===== src/rtl/fpa_pkg.sv =====
package fpa_pkg;
    localparam int EXP_W   = 8;
    localparam int FRAC_W  = 23;
    localparam int WORD_W  = 1 + EXP_W + FRAC_W;
    localparam int SIG_W   = FRAC_W + 1;
    localparam int EXT_W   = SIG_W + 3;
    localparam int EXP_MAX = (1 << EXP_W) - 1;
    localparam int LZ_W    = $clog2(EXT_W + 1);

    localparam logic [WORD_W-1:0] QNAN_WORD =
        {1'b0, {EXP_W{1'b1}}, 1'b1, {(FRAC_W-1){1'b0}}};

    typedef struct packed {
        logic              sign;
        logic [EXP_W-1:0]  exp;
        logic [SIG_W-1:0]  sig;
        logic              zero;
        logic              inf;
        logic              nan;
    } fpa_op_t;

    typedef struct packed {
        logic              valid;
        logic [WORD_W-1:0] word;
        logic              invalid;
        logic              overflow;
    } fpa_out_t;
endpackage


===== src/rtl/fpa_unpack.sv =====
module fpa_unpack
    import fpa_pkg::*;
(
    input  logic [WORD_W-1:0] word,
    input  logic              flip,
    output fpa_op_t           op
);
    logic [EXP_W-1:0]  exp_f;
    logic [FRAC_W-1:0] frac_f;

    always_comb begin
        exp_f   = word[WORD_W-2:FRAC_W];
        frac_f  = word[FRAC_W-1:0];
        op.sign = word[WORD_W-1] ^ flip;
        op.exp  = exp_f;
        op.zero = (exp_f == '0);
        op.inf  = (exp_f == '1) && (frac_f == '0);
        op.nan  = (exp_f == '1) && (frac_f != '0);
        op.sig  = op.zero ? '0 : {1'b1, frac_f};
    end
endmodule


===== src/rtl/fpa_align.sv =====
module fpa_align
    import fpa_pkg::*;
(
    input  fpa_op_t          op_x,
    input  fpa_op_t          op_y,
    output logic             big_sign,
    output logic [EXP_W-1:0] big_exp,
    output logic [EXT_W-1:0] big_x,
    output logic [EXT_W-1:0] small_x,
    output logic             eff_sub
);
    localparam int PAD    = EXT_W;
    localparam int SHW_W  = SIG_W + 2;
    localparam int WIDE_W = SHW_W + PAD;

    fpa_op_t            big_op, small_op;
    logic [EXP_W-1:0]   diff;
    logic [EXP_W-1:0]   shamt;
    logic [WIDE_W-1:0]  wide;

    always_comb begin
        if ({op_x.exp, op_x.sig} >= {op_y.exp, op_y.sig}) begin
            big_op   = op_x;
            small_op = op_y;
        end else begin
            big_op   = op_y;
            small_op = op_x;
        end
        diff  = big_op.exp - small_op.exp;
        shamt = (diff > EXP_W'(PAD)) ? EXP_W'(PAD) : diff;
        wide  = {small_op.sig, 2'b00, {PAD{1'b0}}} >> shamt;

        big_sign = big_op.sign;
        big_exp  = big_op.exp;
        big_x    = {big_op.sig, 3'b000};
        small_x  = {wide[WIDE_W-1 -: SHW_W], |wide[PAD-1:0]};
        eff_sub  = op_x.sign ^ op_y.sign;
    end
endmodule


===== src/rtl/fpa_norm_round.sv =====
module fpa_norm_round
    import fpa_pkg::*;
(
    input  logic              big_sign,
    input  logic [EXP_W-1:0]  big_exp,
    input  logic [EXT_W-1:0]  big_x,
    input  logic [EXT_W-1:0]  small_x,
    input  logic              eff_sub,
    output logic [WORD_W-1:0] word,
    output logic              overflow
);
    logic [EXT_W:0]   sum;
    logic [EXT_W-1:0] norm;
    logic [LZ_W-1:0]  lz;
    logic [SIG_W-1:0] mant;
    logic [SIG_W:0]   mant_r;
    logic [SIG_W-1:0] mant_f;
    logic             grd, rnd, stk, up;
    int               e_i;

    always_comb begin
        sum = eff_sub ? ({1'b0, big_x} - {1'b0, small_x})
                      : ({1'b0, big_x} + {1'b0, small_x});

        lz = '0;
        for (int i = 0; i < EXT_W; i++) begin
            if (sum[i]) lz = LZ_W'(EXT_W - 1 - i);
        end

        if (sum[EXT_W]) begin
            norm = {sum[EXT_W:2], sum[1] | sum[0]};
            e_i  = int'(big_exp) + 1;
        end else begin
            norm = sum[EXT_W-1:0] << lz;
            e_i  = int'(big_exp) - int'(lz);
        end

        mant   = norm[EXT_W-1:3];
        grd    = norm[2];
        rnd    = norm[1];
        stk    = norm[0];
        up     = grd & (rnd | stk | mant[0]);
        mant_r = {1'b0, mant} + {{SIG_W{1'b0}}, up};
        if (mant_r[SIG_W]) begin
            mant_f = mant_r[SIG_W:1];
            e_i    = e_i + 1;
        end else begin
            mant_f = mant_r[SIG_W-1:0];
        end

        overflow = 1'b0;
        if (sum == '0) begin
            word = {~eff_sub & big_sign, {(WORD_W-1){1'b0}}};
        end else if (e_i <= 0) begin
            word = {big_sign, {(WORD_W-1){1'b0}}};
        end else if (e_i >= EXP_MAX) begin
            word     = {big_sign, {EXP_W{1'b1}}, {FRAC_W{1'b0}}};
            overflow = 1'b1;
        end else begin
            word = {big_sign, EXP_W'(e_i), mant_f[FRAC_W-1:0]};
        end
    end
endmodule


===== src/rtl/fp_add_sp.sv =====
module fp_add_sp
    import fpa_pkg::*;
(
    input  logic        clk,
    input  logic        rst_n,
    input  logic        in_valid,
    input  logic        sub_sel,
    input  logic [31:0] op_a,
    input  logic [31:0] op_b,
    output logic        out_valid,
    output logic [31:0] result,
    output logic        flag_invalid,
    output logic        flag_overflow
);
    logic [WORD_W-1:0] in_w [2];
    fpa_op_t           ops  [2];

    assign in_w[0] = op_a;
    assign in_w[1] = op_b;

    for (genvar gi = 0; gi < 2; gi++) begin : g_unpack
        fpa_unpack u_unpack (
            .word (in_w[gi]),
            .flip ((gi == 1) ? sub_sel : 1'b0),
            .op   (ops[gi])
        );
    end

    logic              al_sign, al_sub;
    logic [EXP_W-1:0]  al_exp;
    logic [EXT_W-1:0]  al_big, al_small;
    logic [WORD_W-1:0] nr_word;
    logic              nr_ovf;

    fpa_align u_align (
        .op_x     (ops[0]),
        .op_y     (ops[1]),
        .big_sign (al_sign),
        .big_exp  (al_exp),
        .big_x    (al_big),
        .small_x  (al_small),
        .eff_sub  (al_sub)
    );

    fpa_norm_round u_norm (
        .big_sign (al_sign),
        .big_exp  (al_exp),
        .big_x    (al_big),
        .small_x  (al_small),
        .eff_sub  (al_sub),
        .word     (nr_word),
        .overflow (nr_ovf)
    );

    localparam logic [WORD_W-2:0] INF_MAG = {{EXP_W{1'b1}}, {FRAC_W{1'b0}}};

    fpa_out_t out_d, out_q;

    always_comb begin
        out_d = '0;
        if (in_valid) begin
            out_d.valid = 1'b1;
            if (ops[0].nan || ops[1].nan) begin
                out_d.word = QNAN_WORD;
            end else if (ops[0].inf && ops[1].inf) begin
                if (ops[0].sign != ops[1].sign) begin
                    out_d.word    = QNAN_WORD;
                    out_d.invalid = 1'b1;
                end else begin
                    out_d.word = {ops[0].sign, INF_MAG};
                end
            end else if (ops[0].inf) begin
                out_d.word = {ops[0].sign, INF_MAG};
            end else if (ops[1].inf) begin
                out_d.word = {ops[1].sign, INF_MAG};
            end else begin
                out_d.word     = nr_word;
                out_d.overflow = nr_ovf;
            end
        end
    end

    always_ff @(posedge clk or negedge rst_n) begin
        if (!rst_n) out_q <= '0;
        else        out_q <= out_d;
    end

    assign out_valid     = out_q.valid;
    assign result        = out_q.word;
    assign flag_invalid  = out_q.invalid;
    assign flag_overflow = out_q.overflow;
endmodule


===== config.mk =====
export PLATFORM = sky130hd
export DESIGN_NAME = fp_add_sp
export DESIGN_NICKNAME = d
export VERILOG_FILES = /design/src/rtl/fpa_pkg.sv /design/src/rtl/fpa_unpack.sv /design/src/rtl/fpa_align.sv /design/src/rtl/fpa_norm_round.sv /design/src/rtl/fp_add_sp.sv
export SDC_FILE = /design/constraint.sdc
export NUM_CORES = 1
export LEC_CHECK = 0
export ABC_CLOCK_PERIOD_IN_PS = 1100
export CORE_MARGIN = 2
export CORE_UTILIZATION = 30
export CTS_BUF_LIST = sky130_fd_sc_hd__clkbuf_16
export CTS_CLUSTER_SIZE = 8
export DETAILED_ROUTE_END_ITERATION = 6
export PLACE_DENSITY = 0.46
export SLEW_MARGIN = 20
export SYNTH_ARGS = -nofsm -noshare
export SYNTH_HDL_FRONTEND = slang
export SYNTH_SLANG_ARGS = --single-unit

===== constraint.sdc =====
create_clock -name clk -period 1.1 [get_ports clk]
set_input_delay 0.11 -clock clk [delete_from_list [all_inputs] [get_ports clk]]
set_output_delay 0.11 -clock clk [all_outputs]
set_load 0.005 [all_outputs]

; Word level (Yosys, flattened, before mapping)
; Index checks and enable logic that the tools add are counted.
; Widths: inputs -> output; s select.
[totals]
inputBits = 68
ff_bits = 35
[op_classes]
reduce_logical = 14
addsub = 7
n_lt_le_gt_ge = 4
muxes = 55
n_bitwise = 8
n_shift = 2
n_eq_ne = 3
[ops]
columns = op, count
row1 = $mux 32, 8
row2 = $mux 5, 27
row3 = $mux 35, 2
row4 = $mux 31, 2
row5 = $shr 53x8->53, 1
row6 = $mux 24, 2
row7 = $logic_not 23->1, 2
row8 = $reduce_bool 23->1, 2
row9 = $mux 36, 1
row10 = $add 32x2->32 const B, 1
row11 = $ge 32x32->1, 1
row12 = $ge 32x9->1 const B, 1
row13 = $le 32x1->1 const B, 1
row14 = $add 27x27->28, 1
row15 = $logic_not 28->1, 1
row16 = $mux 28, 1
row17 = $sub 27x27->28, 1
row18 = $mux 27, 1
row19 = $reduce_or 27->1, 1
row20 = $shl 27x5->27, 1
row21 = $add 24x1->25, 1
row22 = $mux 23, 1
row23 = $eq 8x8->1 const B, 2
row24 = $logic_not 8->1, 2
row25 = 14 further kinds, 29

; Logic depth before layout (Yosys ltp)
; Gate-level depths: netlist of run 1.
[depth]
depth_word = 54
depth_mapped = 77
depth_no_buf = 69

; Cells and area by module
; Synthesis of run 1 repeated with hierarchy kept, for this count alone.
[unflattened]
cells_unflattened = 1971
hier_area_um2 = 13536.7
[by_module_without_submodules]
columns = module, n_inst, area_each_um2, cells_each, seq_area_each_um2
row1 = fpa_norm_round, 1, 7302.0, 1123, 0.0
row2 = fpa_align, 1, 4174.0, 636, 0.0
row3 = fp_add_sp, 1, 1415.1, 110, 875.8
row4 = fpa_unpack, 2, 322.8, 51, 0.0

; Worst setup path before layout of run 1
; Ideal clock, no wire load.
[synth_path]
path_type = input to register
startpoint = input op_b[30]
endpoint = register out_q (netlist bit result[18])
n_path_buf = 7
slack_ns = -12.548
cell_stages = 74
required_time_ns = 0.970
setup_ns = 0.130
t_arrival_ns = 13.518
path_cell_list = nor4_1 -> nand2_1 -> clkbuf_1 -> nand2_1 -> inv_1 -> ha_1 -> nand2b_1 -> a2111o_1 -> a32oi_1 -> a21o_4 -> buf_8 -> and4_4 -> nor2_1 -> ha_1 -> or2_2 -> o311a_1 -> buf_2 -> and3_1 -> [... 38 more ...] -> nor2_1 -> inv_1 -> a21oi_1 -> a31oi_1 -> xnor2_1 -> or2_2 -> or3_1 -> or3_1 -> ha_1 -> nor4b_1 -> nand2_1 -> nor3_1 -> or2b_1 -> a21oi_2 -> o22ai_2 -> o31ai_4 -> buf_6 -> nor4_2
[synth_lines]
columns = element, line
row1 = "start, declared", fp_add_sp.sv:9  ; input logic [31:0] op_b,
row2 = "end signal, assigned", fp_add_sp.sv:85  ; else out_q <= out_d;
row3 = "end, declared", fp_add_sp.sv:57  ; fpa_out_t out_d, out_q;

==> results.yml, run 1 <==
status:
  status: "finished with violations"
  violations: "negative setup slack"
global_route:
  grt_util_all_layers: 0.304
  grt_max_degree: 64
  grt_antenna_before_repair: 0
  grt_pass1_wl_microns: 119000
  grt_pass1_vias: 20800
  gr-total-overflow: 0
sta:
  setup_violations: 34
  rsz0062_at_grt: "true"
  tightest_slew_ps: 676
  fmax_ghz: 0.0766
  slew_headroom: 0.549
  hold_slack_ps: 200
  drv_slew: 0
  period_minus_slack_ps: 13050
  worst_slack_ps: -11950
  fin_crit_sh: 11.9
  hold_violations: 0
setup_path:
  critPathKind: "primary input to register"
  worst-path-max-fanout: 10
  critPathArrivalTime_ps: 13240
  start_kind: "primary input"
  cp_slowest_cell: "a2111o_1"
  max_stage_delay_ps: 490
  crit_required_ps: 1300
  cp-end-kind: "register"
pwr:
  p_leak_nw: 11.7
  peakVddDrop_uv: 824
  p_per_area_mw_per_mm2: 1810
clock_network:
  ctsRootBufferMaster: "clkbuf_16"
  clock_sinks: 35
  tritoncts: "built"
  clk_path_buf_depth: 2
  clkTransAtPathRegs_ps: 50
  numCtsBuffers: 5
  cts-hold-fix-buffers: 0
  cts_max_level: 2
floorplan:
  io_pins: 103
  dieArea_sq_mm: 0.0496
  die-height_microns: 223
  start_util: 0.302
  core_area_sq_mm: 0.0474
  die_w_microns: 223
  rows: 80
cells_and_area:
  antenna_cells: 0
  fillers: 4685
  multi_input_area_sq_mm: 0.0137
  nNetsFinal: 3265
  post_route_cells_drive_above_1_share: 0.441
  syn2layout_area_growth_pct: 73.8
  seqCellArea_sq_um: 876
placement:
  dp_hpwl_microns: 64500
  port-buffer-count: 102
  place_congestion: 0.986
  place_ws_ps: -12800
routing:
  drtAntennaViolNets: 0
  drt-initial-drc-count: 1622
  post-route-drc-count: 0
  num_vias: 20900
  wl_per_cell_microns: 20.9
  vias_per_cell: 5.62
  finalWirelength_microns: 77700
  drtPass1Iterations: 5
logic_synthesis:
  ys_warn_count: 0
  netlist_instances: 2095
  synth_async_sr_flop_share: 1.00
  post_synth.cell_area_avg_sq_um: 6.84
  ys_types: 141
  synth-edff-count: 0
  ys_seq_elements: 35
  seq_area_frac_synth: 0.0611
  synth_ff_type: "dfrtp_1"
  synth_area_sq_mm: 0.0143
  synth_nets: 2263
job:
  drv_cap: 0
hold_path:
  holdCritPathClass: "primary input to asynchronous set/reset pin"
## worst max-delay path by stage
stage          startpoint              endpoint  cells past startpoint
6_report         op_a[30]  result[19]$_DFF_PN0_                     65
5_1_grt          op_a[29]  result[19]$_DFF_PN0_                     72
4_1_cts          op_a[30]  result[17]$_DFF_PN0_                     74
3_5_place_dp     op_a[29]   result[3]$_DFF_PN0_                     69
3_3_place_gp     op_a[29]   result[3]$_DFF_PN0_                     69
2_1_floorplan    op_b[24]  result[17]$_DFF_PN0_                     72
## per-stage QoR
step | std cells | total power, W | setup TNS [ps] | util | instance area, sq um
6_report | 3713 | 0.0450 | -387300 | 0.525 | 24900
5_1_grt | 3713 | 0.0479 | -407810 | 0.525 | 24900
4_1_cts | 3706 | 0.0438 | -383850 | 0.520 | 24700
3_5_place_dp | 3635 | 0.0411 | -416280 | 0.487 | 23100
3_3_place_gp | 3635 | 0.0410 | -414450 | 0.487 | 23100
2_1_floorplan | 2095 | 0.0210 | -372230 | - | 15000
## sequential cells by signal, summed over array words and instances, names as in the netlist
| name | count |
|---|---|
| result | 32 |
| flag_invalid | 1 |
| flag_overflow | 1 |
| out_valid | 1 |
## cells in the mapped netlist, drive strengths merged (8+ instances only)
cell type	number	area (sq um)
o211a	10	100
and2	44	275
nand2b	18	115
o32ai	8	85.1
and3	27	174
nand2	253	970
o21bai	13	97.6
buf	79	657
a31o	9	87.6
nor4	51	418
clkbuf	42	165
a211oi	38	315
ha	98	1230
o31ai	23	191
mux2	11	124
xnor2	40	358
nand3	72	365
a31oi	39	265
or2	21	136
and4	8	72.6
xor2	20	175
o21a	25	188
or4	11	97.6
a2111oi	10	144
inv	107	407
o21ai	150	758
a32oi	12	113
nor2	187	714
nor2b	14	90.1
mux2i	39	390
nand4	39	265
a21o	35	279
a22oi	14	110
dfrtp	35	876
o22ai	20	144
or3	19	129
a211o	16	141
nor3	84	514
a21oi	176	911
a221o	8	80.1
o221ai	9	85.1
o2111ai	13	126
o211ai	33	253
## area by class of cell
| class | instances | share of cell area |
|---|---|---|
| Multi-Input combinational cell | 1831 | 0.549 |
| Tap cell | 615 | 0.0309 |
| Timing Repair Buffer | 1116 | 0.363 |
| Clock buffer | 5 | 0.00502 |
| Inverter | 108 | 0.0169 |
| Sequential cell | 35 | 0.0352 |
| Clock inverter | 3 | 0.000502 |
## timing repair
item,4_1_cts,5_1_grt
setup buffers,54,10
cloned,10,1
pin swaps,87,38
setup endpoints to repair,69,34
resized for setup,291,100
## placed cells by master, fill, tap and decap left out, drive strengths merged, types with 49 or more instances in the layout
master | netlist | layout
a21oi | 176 | 176
buf | 79 | 1017
dlygate4sd2 | 0 | 49
ha | 98 | 98
inv | 107 | 109
nand2 | 253 | 253
nand3 | 72 | 72
nor2 | 187 | 187
nor3 | 84 | 84
nor4 | 51 | 51
o21ai | 150 | 150
## metal layers
layer	global-route usage	part of all wire
met3	0.0234	0.054
met5	0	0
met2	0.530	0.47
met4	0.120	0.048
met1	0.389	0.43
## cells by family (layout without fill, tap and decap cells)
logic type	count (synthesis)	after routing	share of synthesized area
mux	52	52	0.0390
flops	35	35	0.0611
fa+ha+maj	100	100	0.0883
buf+inv	230	1232	0.0866
xor+xnor	60	60	0.0372
simple gates	874	875	0.319
compound gates	744	744	0.369
## where the power goes
| group | leakage (nW) | internal [W] | switching, W |
|---|---|---|---|
| Clock | 0.0762 | 0.000815 | 0.000469 |
| Sequential | 0.455 | 0.00172 | 0.0000933 |
| Combinational | 11.1 | 0.0202 | 0.0217 |
## critical path, delay by kind of cell
family                     cells  cell delay [ps]
and+or+nand+nor               22             4640
AOI/OAI and AO/OA             23             5230
adders and majority gates      6             1390
xor gates and xnor gates       2              390
buffers and inverters         12             1410
Note: power is estimated with default switching activity, not from simulation.
==> run 2: changes to the inputs <==
REMOVE_ABC_BUFFERS = 1   (was default)
==> results.yml, run 2 (synthesis gave the netlist of run 1 again) <==
cells_and_area:
  seqCellArea_sq_um: 876
  syn2layout_area_growth_pct: 76.5
  fillers: 4715
  post_route_cells_drive_above_1_share: 0.454
  final_common_cell: "buf_4"
  multi_input_area_sq_mm: 0.0137
  layout_common_cells: "buf_4 (1022), nand2_1 (237), nor2_1 (171), a21oi_1 (151), o21ai_0 (111)"
  antenna_cells: 0
  largest_reg_flops: 32
  nNetsFinal: 3328
setup_path:
  max_stage_delay_ps: 550
  critPathArrivalTime_ps: 13520
  cp-end-kind: "register"
  worst-path-max-fanout: 11
  critPathKind: "primary input to register"
  crit_required_ps: 1260
  start_kind: "primary input"
  cp_slowest_cell: "or4b_4"
global_route:
  grt_pass1_vias: 21100
  grt_max_degree: 53
  grt_pass1_wl_microns: 123000
  gr-total-overflow: 0
  grt_util_all_layers: 0.315
  grt_antenna_before_repair: 2
placement:
  place_ws_ps: -14330
  place_congestion: 1.01
  dp_hpwl_microns: 66200
  port-buffer-count: 102
sta:
  hold_slack_ps: 197
  rsz0062_at_grt: "true"
  period_minus_slack_ps: 13360
  fin_setup_tns_ps: -398430
  fmax_ghz: 0.0748
  setup_violations: 34
  tightest_slew_ps: 701
  drv_slew: 0
  slew_headroom: 0.527
  fin_crit_sh: 12.1
  worst_slack_ps: -12260
  hold_violations: 0
routing:
  post-route-drc-count: 0
  vias_per_cell: 5.64
  drtAntennaViolNets: 0
  drt-initial-drc-count: 1955
  drtPass1Iterations: 5
  wl_per_cell_microns: 21.5
  num_vias: 21300
  finalWirelength_microns: 81300
floorplan:
  start_util: 0.302
  io_pins: 103
  dieArea_sq_mm: 0.0496
  core_area_sq_mm: 0.0474
  rows: 80
  die_w_microns: 223
  die-height_microns: 223
clock_network:
  clk_path_buf_depth: 2
  clock_sinks: 35
  cts_max_level: 2
  clkTransAtPathRegs_ps: 50
  numCtsBuffers: 5
  tritoncts: "built"
  ctsRootBufferMaster: "clkbuf_16"
pwr:
  p_total_w: 0.0466
  swShare: 0.496
  peakVddDrop_uv: 987
  p_comb_frac: 0.933
  intPower_w: 0.0235
  seq_power_share: 0.039
  clkPwrFrac: 0.028
  p_leak_nw: 11.9
  switchingPower_w: 0.0231
  p_per_area_mw_per_mm2: 1840
hold_path:
  holdCritPathClass: "primary input to asynchronous set/reset pin"
status:
  violations: "negative setup slack"
  status: "finished with violations"
job:
  drv_cap: 0
[run 2: cell count changes in the layout (fill, tap and decap cells not counted), sizes merged, moves of 2 or more]
cell           delta
buf              +69
clkbuf           -15
clkdlybuf4s15     -2
clkdlybuf4s50    +13
dlygate4sd2       +7
dlymetal6s2s      -9
[run 2: power groups by stage]
stage / Combinational (W) / Sequential, W / Clock, W
2_1_floorplan: 0.0173 / 0.00192 / 0
3_3_place_gp: 0.0388 / 0.00186 / 0
3_5_place_dp: 0.0388 / 0.00186 / 0
4_1_cts: 0.0412 / 0.00182 / 0.00130
5_1_grt: 0.0464 / 0.00186 / 0.00136
6_report: 0.0435 / 0.00181 / 0.00129
[run 2: worst paths after layout]
check / from / to / slack, ps
worst max-delay path: op_a[28] / result[12]$_DFF_PN0_ / -12260
worst min-delay path: rst_n / result[30]$_DFF_PN0_ / 200
max in group asynchronous: rst_n / result[3]$_DFF_PN0_ / 720
min in group clk: in_valid / out_valid$_DFF_PN0_ / 510
[run 2: cell type report]
class                      count  share of cell area
clock buffer                   5             0.00494
clock inverter                 3            0.000445
inverter                     108              0.0162
multi-input combinational   1832               0.541
sequential                    35              0.0346
tap                          615              0.0304
timing repair buffer        1178               0.372
[run 2: timing repair]
| action | in CTS | in global routing |
|---|---|---|
| resized for setup | 362 | 110 |
| hold buffers | 0 | 0 |
| pin swaps | 151 | 116 |
| buffers inserted | 88 | 33 |
| gates cloned | 7 | 3 |
| endpoints found under the setup margin | 69 | 34 |
[run 2: critical path: cells and delay by family]
kind            cells  cell delay [ps]
buf+inv            15             2120
fa+ha+maj           5             1200
compound gates     27             5280
simple gates       24             4500
xor+xnor            2              270
[run 2: metrics by stage]
stage / utilization / std cells / instance area [sq um]
finish: 0.533 / 3776 / 25300
global placement: 0.476 / 3639 / 22600
CTS: 0.516 / 3741 / 24500
floorplan: - / 1973 / 13500
global route: 0.533 / 3776 / 25300
detailed placement: 0.476 / 3639 / 22600
[run 2: routing by layer]
layer | track usage | share of wire | routed length, microns | vias up
met5 | 0 | 0.00017 | 14 | -
met2 | 0.540 | 0.47 | 38000 | 843
met3 | 0.0369 | 0.070 | 5670 | 161
met1 | 0.412 | 0.43 | 34700 | 10200
li1 | - | - | - | 10100
met4 | 0.0983 | 0.036 | 2960 | 2
